==> src/rtl/undo_log_pkg.sv <==
package undo_log_pkg;

  typedef enum logic [1:0] {
    ST_IDLE,
    ST_CAPT,
    ST_ROLL
  } ctlState_e;

  // strobes from control to datapath
  typedef struct packed {
    logic clrLogged;
    logic rstPtr;
    logic latchAddr;
    logic pushEntry;
    logic popEntry;
    logic setOverflow;
  } ctlStrobe_t;

  // status from datapath to control
  typedef struct packed {
    logic lineLogged;
    logic histFull;
    logic histEmpty;
  } dpStatus_t;

endpackage

==> src/rtl/undo_hist_ram.sv <==
module undo_hist_ram #(
  parameter int ENTRY_W = 36,
  parameter int DEPTH   = 8,
  localparam int IW     = (DEPTH > 1) ? $clog2(DEPTH) : 1
) (
  input  logic               clk,
  input  logic               wrEn,
  input  logic [IW-1:0]      wrIdx,
  input  logic [ENTRY_W-1:0] wrData,
  input  logic [IW-1:0]      rdIdx,
  output logic [ENTRY_W-1:0] rdData
);

  logic [ENTRY_W-1:0] store [DEPTH];

  always_ff @(posedge clk) begin
    if (wrEn) store[wrIdx] <= wrData;
  end

  assign rdData = store[rdIdx];

endmodule

==> src/rtl/undo_log_ctrl.sv <==
module undo_log_ctrl
  import undo_log_pkg::*;
(
  input  logic       clk,
  input  logic       rstN,
  input  logic       commitReq,
  input  logic       rollbackReq,
  input  logic       exclReq,
  input  dpStatus_t  status,
  output ctlStrobe_t strobe,
  output logic       ready,
  output logic       exclAck,
  output logic       exclNack,
  output logic       memRdEn,
  output logic       memWrEn,
  output logic       rollbackDone
);

  ctlState_e stateQ, stateD;

  always_ff @(posedge clk or negedge rstN) begin
    if (!rstN) stateQ <= ST_IDLE;
    else       stateQ <= stateD;
  end

  always_comb begin
    stateD       = stateQ;
    strobe       = '0;
    ready        = 1'b0;
    exclAck      = 1'b0;
    exclNack     = 1'b0;
    memRdEn      = 1'b0;
    memWrEn      = 1'b0;
    rollbackDone = 1'b0;
    unique case (stateQ)
      ST_IDLE: begin
        ready = 1'b1;
        if (rollbackReq) begin
          // rollback wins over a simultaneous commit
          stateD = ST_ROLL;
        end else if (commitReq) begin
          strobe.clrLogged = 1'b1;
          strobe.rstPtr    = 1'b1;
        end else if (exclReq) begin
          if (status.lineLogged) begin
            exclAck = 1'b1;
          end else if (status.histFull) begin
            exclNack           = 1'b1;
            strobe.setOverflow = 1'b1;
          end else begin
            memRdEn          = 1'b1;
            strobe.latchAddr = 1'b1;
            stateD           = ST_CAPT;
          end
        end
      end
      ST_CAPT: begin
        strobe.pushEntry = 1'b1;
        exclAck          = 1'b1;
        stateD           = ST_IDLE;
      end
      ST_ROLL: begin
        if (status.histEmpty) begin
          rollbackDone     = 1'b1;
          strobe.clrLogged = 1'b1;
          strobe.rstPtr    = 1'b1;
          stateD           = ST_IDLE;
        end else begin
          strobe.popEntry = 1'b1;
          memWrEn         = 1'b1;
        end
      end
      default: stateD = ST_IDLE;
    endcase
  end

endmodule

==> src/rtl/undo_log_dp.sv <==
module undo_log_dp
  import undo_log_pkg::*;
#(
  parameter int LINE_W     = 32,
  parameter int NUM_LINES  = 16,
  parameter int HIST_DEPTH = 8,
  localparam int AW        = (NUM_LINES > 1) ? $clog2(NUM_LINES) : 1,
  localparam int IW        = (HIST_DEPTH > 1) ? $clog2(HIST_DEPTH) : 1,
  localparam int PW        = $clog2(HIST_DEPTH + 1),
  localparam int ENTRY_W   = AW + LINE_W
) (
  input  logic              clk,
  input  logic              rstN,
  input  ctlStrobe_t        strobe,
  input  logic [AW-1:0]     exclAddr,
  input  logic [LINE_W-1:0] memRdData,
  output logic [AW-1:0]     memAddr,
  output logic [LINE_W-1:0] memWrData,
  output dpStatus_t         status,
  output logic              overflow
);

  logic [NUM_LINES-1:0] loggedBits;
  logic [AW-1:0]        capAddr;
  logic [PW-1:0]        tailPtr;
  logic [PW-1:0]        tailMinus1;
  logic [ENTRY_W-1:0]   topEntry;
  logic [AW-1:0]        topAddr;
  logic                 ovfQ;

  // one mark per tracked line
  for (genvar g = 0; g < NUM_LINES; g++) begin : g_line
    logic markQ;
    always_ff @(posedge clk or negedge rstN) begin
      if (!rstN)                                           markQ <= 1'b0;
      else if (strobe.clrLogged)                           markQ <= 1'b0;
      else if (strobe.pushEntry && capAddr == AW'(g))      markQ <= 1'b1;
    end
    assign loggedBits[g] = markQ;
  end

  always_ff @(posedge clk or negedge rstN) begin
    if (!rstN)                 capAddr <= '0;
    else if (strobe.latchAddr) capAddr <= exclAddr;
  end

  // log is a stack: base fixed at entry 0, tail is the fill count
  always_ff @(posedge clk or negedge rstN) begin
    if (!rstN)                 tailPtr <= '0;
    else if (strobe.rstPtr)    tailPtr <= '0;
    else if (strobe.pushEntry) tailPtr <= tailPtr + PW'(1);
    else if (strobe.popEntry)  tailPtr <= tailMinus1;
  end

  always_ff @(posedge clk or negedge rstN) begin
    if (!rstN)                   ovfQ <= 1'b0;
    else if (strobe.setOverflow) ovfQ <= 1'b1;
  end

  assign tailMinus1 = tailPtr - PW'(1);

  undo_hist_ram #(
    .ENTRY_W (ENTRY_W),
    .DEPTH   (HIST_DEPTH)
  ) u_hist (
    .clk    (clk),
    .wrEn   (strobe.pushEntry),
    .wrIdx  (tailPtr[IW-1:0]),
    .wrData ({capAddr, memRdData}),
    .rdIdx  (tailMinus1[IW-1:0]),
    .rdData (topEntry)
  );

  assign topAddr   = topEntry[ENTRY_W-1 -: AW];
  assign memWrData = topEntry[LINE_W-1:0];
  assign memAddr   = strobe.popEntry ? topAddr : exclAddr;

  assign status.lineLogged = loggedBits[exclAddr];
  assign status.histFull   = (tailPtr == PW'(HIST_DEPTH));
  assign status.histEmpty  = (tailPtr == '0);
  assign overflow          = ovfQ;

endmodule

==> src/rtl/ckpt_undo_log.sv <==
module ckpt_undo_log
  import undo_log_pkg::*;
#(
  parameter int LINE_W     = 32,
  parameter int NUM_LINES  = 16,
  parameter int HIST_DEPTH = 8,
  localparam int AW        = (NUM_LINES > 1) ? $clog2(NUM_LINES) : 1
) (
  input  logic              clk,
  input  logic              rstN,
  input  logic              commitReq,
  input  logic              rollbackReq,
  input  logic              exclReq,
  input  logic [AW-1:0]     exclAddr,
  output logic              ready,
  output logic              exclAck,
  output logic              exclNack,
  output logic              memRdEn,
  output logic              memWrEn,
  output logic [AW-1:0]     memAddr,
  output logic [LINE_W-1:0] memWrData,
  input  logic [LINE_W-1:0] memRdData,
  output logic              rollbackDone,
  output logic              overflow
);

  ctlStrobe_t strobe;
  dpStatus_t  status;

  undo_log_ctrl u_ctrl (
    .clk          (clk),
    .rstN         (rstN),
    .commitReq    (commitReq),
    .rollbackReq  (rollbackReq),
    .exclReq      (exclReq),
    .status       (status),
    .strobe       (strobe),
    .ready        (ready),
    .exclAck      (exclAck),
    .exclNack     (exclNack),
    .memRdEn      (memRdEn),
    .memWrEn      (memWrEn),
    .rollbackDone (rollbackDone)
  );

  undo_log_dp #(
    .LINE_W     (LINE_W),
    .NUM_LINES  (NUM_LINES),
    .HIST_DEPTH (HIST_DEPTH)
  ) u_dp (
    .clk       (clk),
    .rstN      (rstN),
    .strobe    (strobe),
    .exclAddr  (exclAddr),
    .memRdData (memRdData),
    .memAddr   (memAddr),
    .memWrData (memWrData),
    .status    (status),
    .overflow  (overflow)
  );

endmodule

==> config.mk <==
export PLATFORM = sky130hd
export DESIGN_NAME = ckpt_undo_log
export DESIGN_NICKNAME = d
export VERILOG_FILES = /design/src/rtl/undo_log_pkg.sv /design/src/rtl/undo_hist_ram.sv /design/src/rtl/undo_log_ctrl.sv /design/src/rtl/undo_log_dp.sv /design/src/rtl/ckpt_undo_log.sv
export SDC_FILE = /design/constraint.sdc
export NUM_CORES = 1
export LEC_CHECK = 0
export BUFFER_PORTS_ARGS = -buffer_cell sky130_fd_sc_hd__buf_2
export CAP_MARGIN = 20
export CORE_AREA = 3 3 189 191
export CTS_CLUSTER_DIAMETER = 30
export CTS_CLUSTER_SIZE = 24
export DETAILED_ROUTE_END_ITERATION = 12
export DIE_AREA = 0 0 192 194
export HOLD_SLACK_MARGIN = 0.12
export PLACE_DENSITY_LB_ADDON = 0.2
export SLEW_MARGIN = 25
export SYNTH_ARGS = -nofsm -noshare
export SYNTH_HDL_FRONTEND = slang
export SYNTH_SLANG_ARGS = --single-unit
==> constraint.sdc <==
create_clock -name clk -period 4.89 [get_ports clk]
set_input_delay 0.489 -clock clk [delete_from_list [all_inputs] [get_ports clk]]
set_output_delay 0.489 -clock clk [all_outputs]
set_load 0.02 [all_outputs]
======== Word level (Yosys, flattened, before mapping) ========
Memory sizes are Yosys's and may differ from the RTL's.
Cells that the tools add are included.
Widths: inputs -> output; s select.
operators by class
  equality and inequality tests ........... 23
  magnitude comparators ................... 1
  muxes and demuxes ....................... 75
  add/sub/neg operators ................... 2
  reductions and logical operators ........ 37
operator list
  kind                 number
  $mux 1               58
  $eq 4x4->1 const B   9
  $reduce_bool 2->1    16
  $eq 4x3->1 const B   4
  $logic_and 1x1->1    16
  $mux 2               8
  $mux 4               4
  $ne 3x3->1 const B   4
  $eq 4x2->1 const B   2
  $logic_not 4->1      2
  $pmux 2 s2           2
  $lt 4x5->1 const B   1
  $reduce_and 5->1     1
  $add 4x1->4 const B  1
  $bmux 1 s4           1
  $eq 4x1->1 const B   1
  $sub 4x1->4 const B  1
  $mux 3               1
  $reduce_bool 3->1    1
  $eq 2x1->1 const B   1
  $eq 2x2->1 const B   1
  $logic_not 2->1      1
  $ne 2x2->1 const B   1
  $pmux 1 s2           1
storage, ports and cells
  memories kept ........................... 1
  word-level logic and storage cells ...... 159
  memory bits (writable) .................. 288
  output and inout port bits .............. 43
  register bits after elaboration ......... 27
  input bits .............................. 41
memory list
  name               depth  bits a word  rd ports  clocked after Yosys merged registers in  write ports  line                 text
  u_dp.u_hist.store  8      36           1         0                                        1            undo_hist_ram.sv:14  logic [ENTRY_W-1:0] store [DEPTH];

======== Depth between registers and ports, before layout ========
  depth after elaboration ................. 8
  depth in mapped cells ................... 11
  gate-level depth less buffers ........... 7

======== By module ========
Synthesis repeated with hierarchy kept, for this count alone.
second synthesis, totals
  cell total of the unflattened synthesis .. 565
  area total of the unflattened synthesis .. 12565.8 um2
by module, submodules not included
  module         area each (um2)  seq. area each (um2)  cells an instance  times used
  undo_hist_ram  11141.9          8648.3                429                1
  undo_log_dp    1233.7           625.6                 116                1
  undo_log_ctrl  190.2            50.0                  20                 1

======== Worst setup path before layout ========
OpenSTA, ideal clock, no wires.
  path type ............................... reg-to-reg
  start point ............................. reg u_dp.tailPtr[0]
  end point ............................... mem u_dp.u_hist.store[0][0], enable pin
  setup time .............................. 0.519 ns
  arrival time ............................ 4.308 ns
  cell stages (with the launch flop) ...... 4
  data required time ...................... 4.371 ns
  path slack .............................. 0.063 ns
  cells stage by stage .................... dfrtp_1 -> buf_2 -> clkbuf_1 -> nor4_1
RTL lines
  what                    line                 text
  from (decl)             undo_log_dp.sv:25    logic [PW-1:0] tailPtr;
  from (signal assigned)  undo_log_dp.sv:51    else if (strobe.pushEntry) tailPtr <= tailPtr + PW'(1);
  from (signal assigned)  undo_log_dp.sv:52    else if (strobe.popEntry) tailPtr <= tailMinus1;
  to (decl)               undo_hist_ram.sv:14
Straight into the memory's write port.

======== Worst setup path after layout ========
  start point ............................. reg u_dp.tailPtr[0]
  end point ............................... out memWrData[19]
on the way
  longest elaborated chain between the ends .. 2
ends and longest elaborated chain
  what          line                 text
  $sub 4x1->4   undo_log_dp.sv:60    assign tailMinus1 = tailPtr - PW'(1);
  $mem_v2 8x36  -
  to (decl)     ckpt_undo_log.sv:21  output logic [LINE_W-1:0] memWrData,
Every way passes these cells.

==> impl_metrics.env <==
export IMPL_ys_seq_elements=315
export IMPL_worstMarginPinSlew_ps=832
export IMPL_antenna_found_initial=1
export IMPL_status="finished clean"
export IMPL_cts_sinks=315
export IMPL_grt_pass1_vias=6683
export IMPL_routabilityCongestion=0.755
export IMPL_dr_wl_met3_um=1380
export IMPL_cts_path_max_buffers=3
export IMPL_slowest_stage="dfrtp_4"
export IMPL_start_util=0.356
export IMPL_leakagePower_uw=0.00527
export IMPL_finClkSkew_ps=17.5
export IMPL_portBuffers=83
export IMPL_rows=68
export IMPL_postCtsSetupBuffers=0
export IMPL_cts_max_level=3
export IMPL_grt_pass1_wl_um=40400
export IMPL_final_hold_viol_count=0
export IMPL_dp_cells=1089
export IMPL_wl_per_cell_um=21.7
export IMPL_wl_met2_um=13200
export IMPL_drt_total_wl_um=26300
export IMPL_cts_buffers_inserted=67
export IMPL_ir_drop_v=0.000351
export IMPL_period_needed_ps=4120
export IMPL_fmax_mhz=243
export IMPL_die_area_um2=37200
export IMPL_yosysWarnings=0
export IMPL_cp_slowest_stage_delay_ps=870
export IMPL_core_um2=34300
export IMPL_drtIter0Drc=470
export IMPL_drt_first_pass_iters=4
export IMPL_syn_nets=605
export IMPL_cts_root_buf="clkbuf_16"
export IMPL_setup_viol=0
export IMPL_tns_ps=0
export IMPL_drv_cap=0
export IMPL_track_usage=0.145
export IMPL_fp_dieH_um=194
export IMPL_die_w_um=192
export IMPL_hpwl_um=14900
export IMPL_power_density_nw_per_um2=682
export IMPL_avgSynthCellArea_um2=21.7
export IMPL_arrival_ps=3630
export IMPL_vias=5987
export IMPL_clkLatencyLatePin_ps=550
export IMPL_finalMaxSlewViolations=0
export IMPL_overflow=0
export IMPL_ant_nets=0
export IMPL_netlist_area_um2=12200
export IMPL_ioPinCount=84
export IMPL_wl_met1_um=11300
export IMPL_crit_type="reg2out"
export IMPL_ys_seq_area_frac=0.764
export IMPL_grt_max_degree=43
export IMPL_synth_cells=562
export IMPL_cp_required_ps=4400
export IMPL_clk_pin_slew_ps=40
export IMPL_area_growth_pct=26.4
export IMPL_startpoint_type="flop"
export IMPL_drc=0
export IMPL_path_max_fanout=42
export IMPL_hp_class="in2reg"
export IMPL_highest_layer="met5"
export IMPL_finalNetCount=747
export IMPL_endpoint_kind="output port"
export IMPL_finalNonFillerCells=1212
export IMPL_crit_chain="inv_1, ha_4, buf_4, mux4_2, mux2_2, buf_2"
export IMPL_routed_via_density=4.94
export IMPL_antenna_cells=0
export IMPL_drive_above_1_share=0.423
export IMPL_yosysUniqueCellTypes=33
export IMPL_cts_tree="built"
export IMPL_post_route_period_util=0.843
export IMPL_rsz0062_at_grt="no"
export IMPL_slew_headroom=0.444
flip-flops by register name (all words and copies together) (netlist names):
name,flops
u_dp.u_hist.store,288
u_dp.g_line.markQ,16
u_dp.capAddr,4
u_dp.tailPtr,4
u_ctrl.stateQ,2
u_dp.overflow,1
final timing paths:
check	slack (ps)	depth (start not counted)	start	to
worst max-delay path	770	6	u_dp.tailPtr[0]	memWrData[19]
worst min-delay path	200	2	rollbackReq	u_ctrl.stateQ[1]
worst max register to register	1960	3	u_dp.tailPtr[0]	u_dp.u_hist.store[1][13]
worst min register to register	480	1	u_dp.overflow	u_dp.overflow
max in group asynchronous	3930	2	rstN	u_dp.tailPtr[0]
min in group asynchronous	490	2	rstN	u_dp.g_line[6].markQ
per-layer routing:
metal	track usage	vias to the layer above
li1	-	2636
met1	0.191	3141
met2	0.236	171
met3	0.0345	37
met4	0.0534	2
met5	0	-
metrics by stage:
step / hold slack, ps / cell area, um^2 / power [uW] / worst slack (ps) / utilization
after floorplan: 193 / 12200 / 5420 / 62.9 / -
after global placement: 445 / 13300 / 6370 / 1300 / 0.387
after detailed placement: 471 / 13300 / 6400 / 1280 / 0.387
after CTS: 164 / 15400 / 10700 / 675 / 0.450
after global routing: 197 / 15400 / 11000 / 472 / 0.450
final: 196 / 15400 / 10500 / 770 / 0.450
placed cells by master (no fill, tap or decap), drive strengths merged, types with 3 or more instances in the layout:
cell and count:
edfxtp 288, buf 100, clkbuf 79, mux4 76, mux2 35, dfrtp 27
clkinv 25, nor2 13, nand2 12, inv 12, o21ai 11, a21oi 10
a22o 9, mux2i 7, bufinv 7, clkinvlp 6, nor2b 6, nor3 6
nand2b 5, nor3b 3, a32o 3
timing repair:
| action | in CTS | in global routing |
|---|---|---|
| resized for setup | 0 | 0 |
| hold buffers | 1 | 0 |
| endpoints found under the hold margin | 27 | 0 |
kinds of logic after synthesis:
family | Yosys count | synth area share
simple gates | 54 | 0.0227
buf+inv | 35 | 0.0124
fa+ha+maj | 2 | 0.00205
mux | 118 | 0.178
flops | 315 | 0.764
compound gates | 36 | 0.0196
xor+xnor | 2 | 0.00143
critical path, delay by kind of cell, from the launching register on:
family	cells	cell delay, ps
flip-flops	1	870
adder cells (fa/ha/maj)	1	740
buffers and inverters	3	770
multiplexers	2	640
final cells by class:
class                           instances  area [um^2]
Fill cell                            2902        18900
Sequential cell                       315         9330
Multi-Input combinational cell        212         2800
Clock buffer                           79         1720
Tap cell                              455          569
Timing Repair Buffer                  101          553
Clock inverter                         43          435
Inverter                                7         26.3
Yosys cell counts:
cell      count  area, um^2
a21o_1        1        7.51
nor3b_1       3        22.5
buf_2        13        65.1
clkbuf_1     14        52.6
a22o_1        9        78.8
ha_1          2        25.0
xnor2_1       1        8.76
inv_1         7        26.3
nor2_1       13        48.8
xor2_1        1        8.76
nand3b_1      1        7.51
nor4_1        2        12.5
or2_1         1        6.26
o31ai_1       1        7.51
or2_2         1        6.26
mux4_2       76        1710
a21oi_1      10        50.1
mux2_2       32         360
and2_1        2        12.5
mux2i_1       7        70.1
a21bo_2       1        10.0
nor2b_1       5        31.3
nand2b_1      5        31.3
edfxtp_1    288        8650
nor2b_4       1        13.8
dfrtp_1      27         676
o21ai_0      11        55.1
a32o_1        3        30.0
nand3_1       2        10.0
nor3_1        6        30.0
mux2_1        3        33.8
nand2_1      12        45.0
buf_4         1        7.51
power by group:
part,switching (uW),internal [uW]
combinational,1670,1380
clock,1360,2880
sequential,182,3060
total,3210,7320
(Power assumes the default switching activity.)
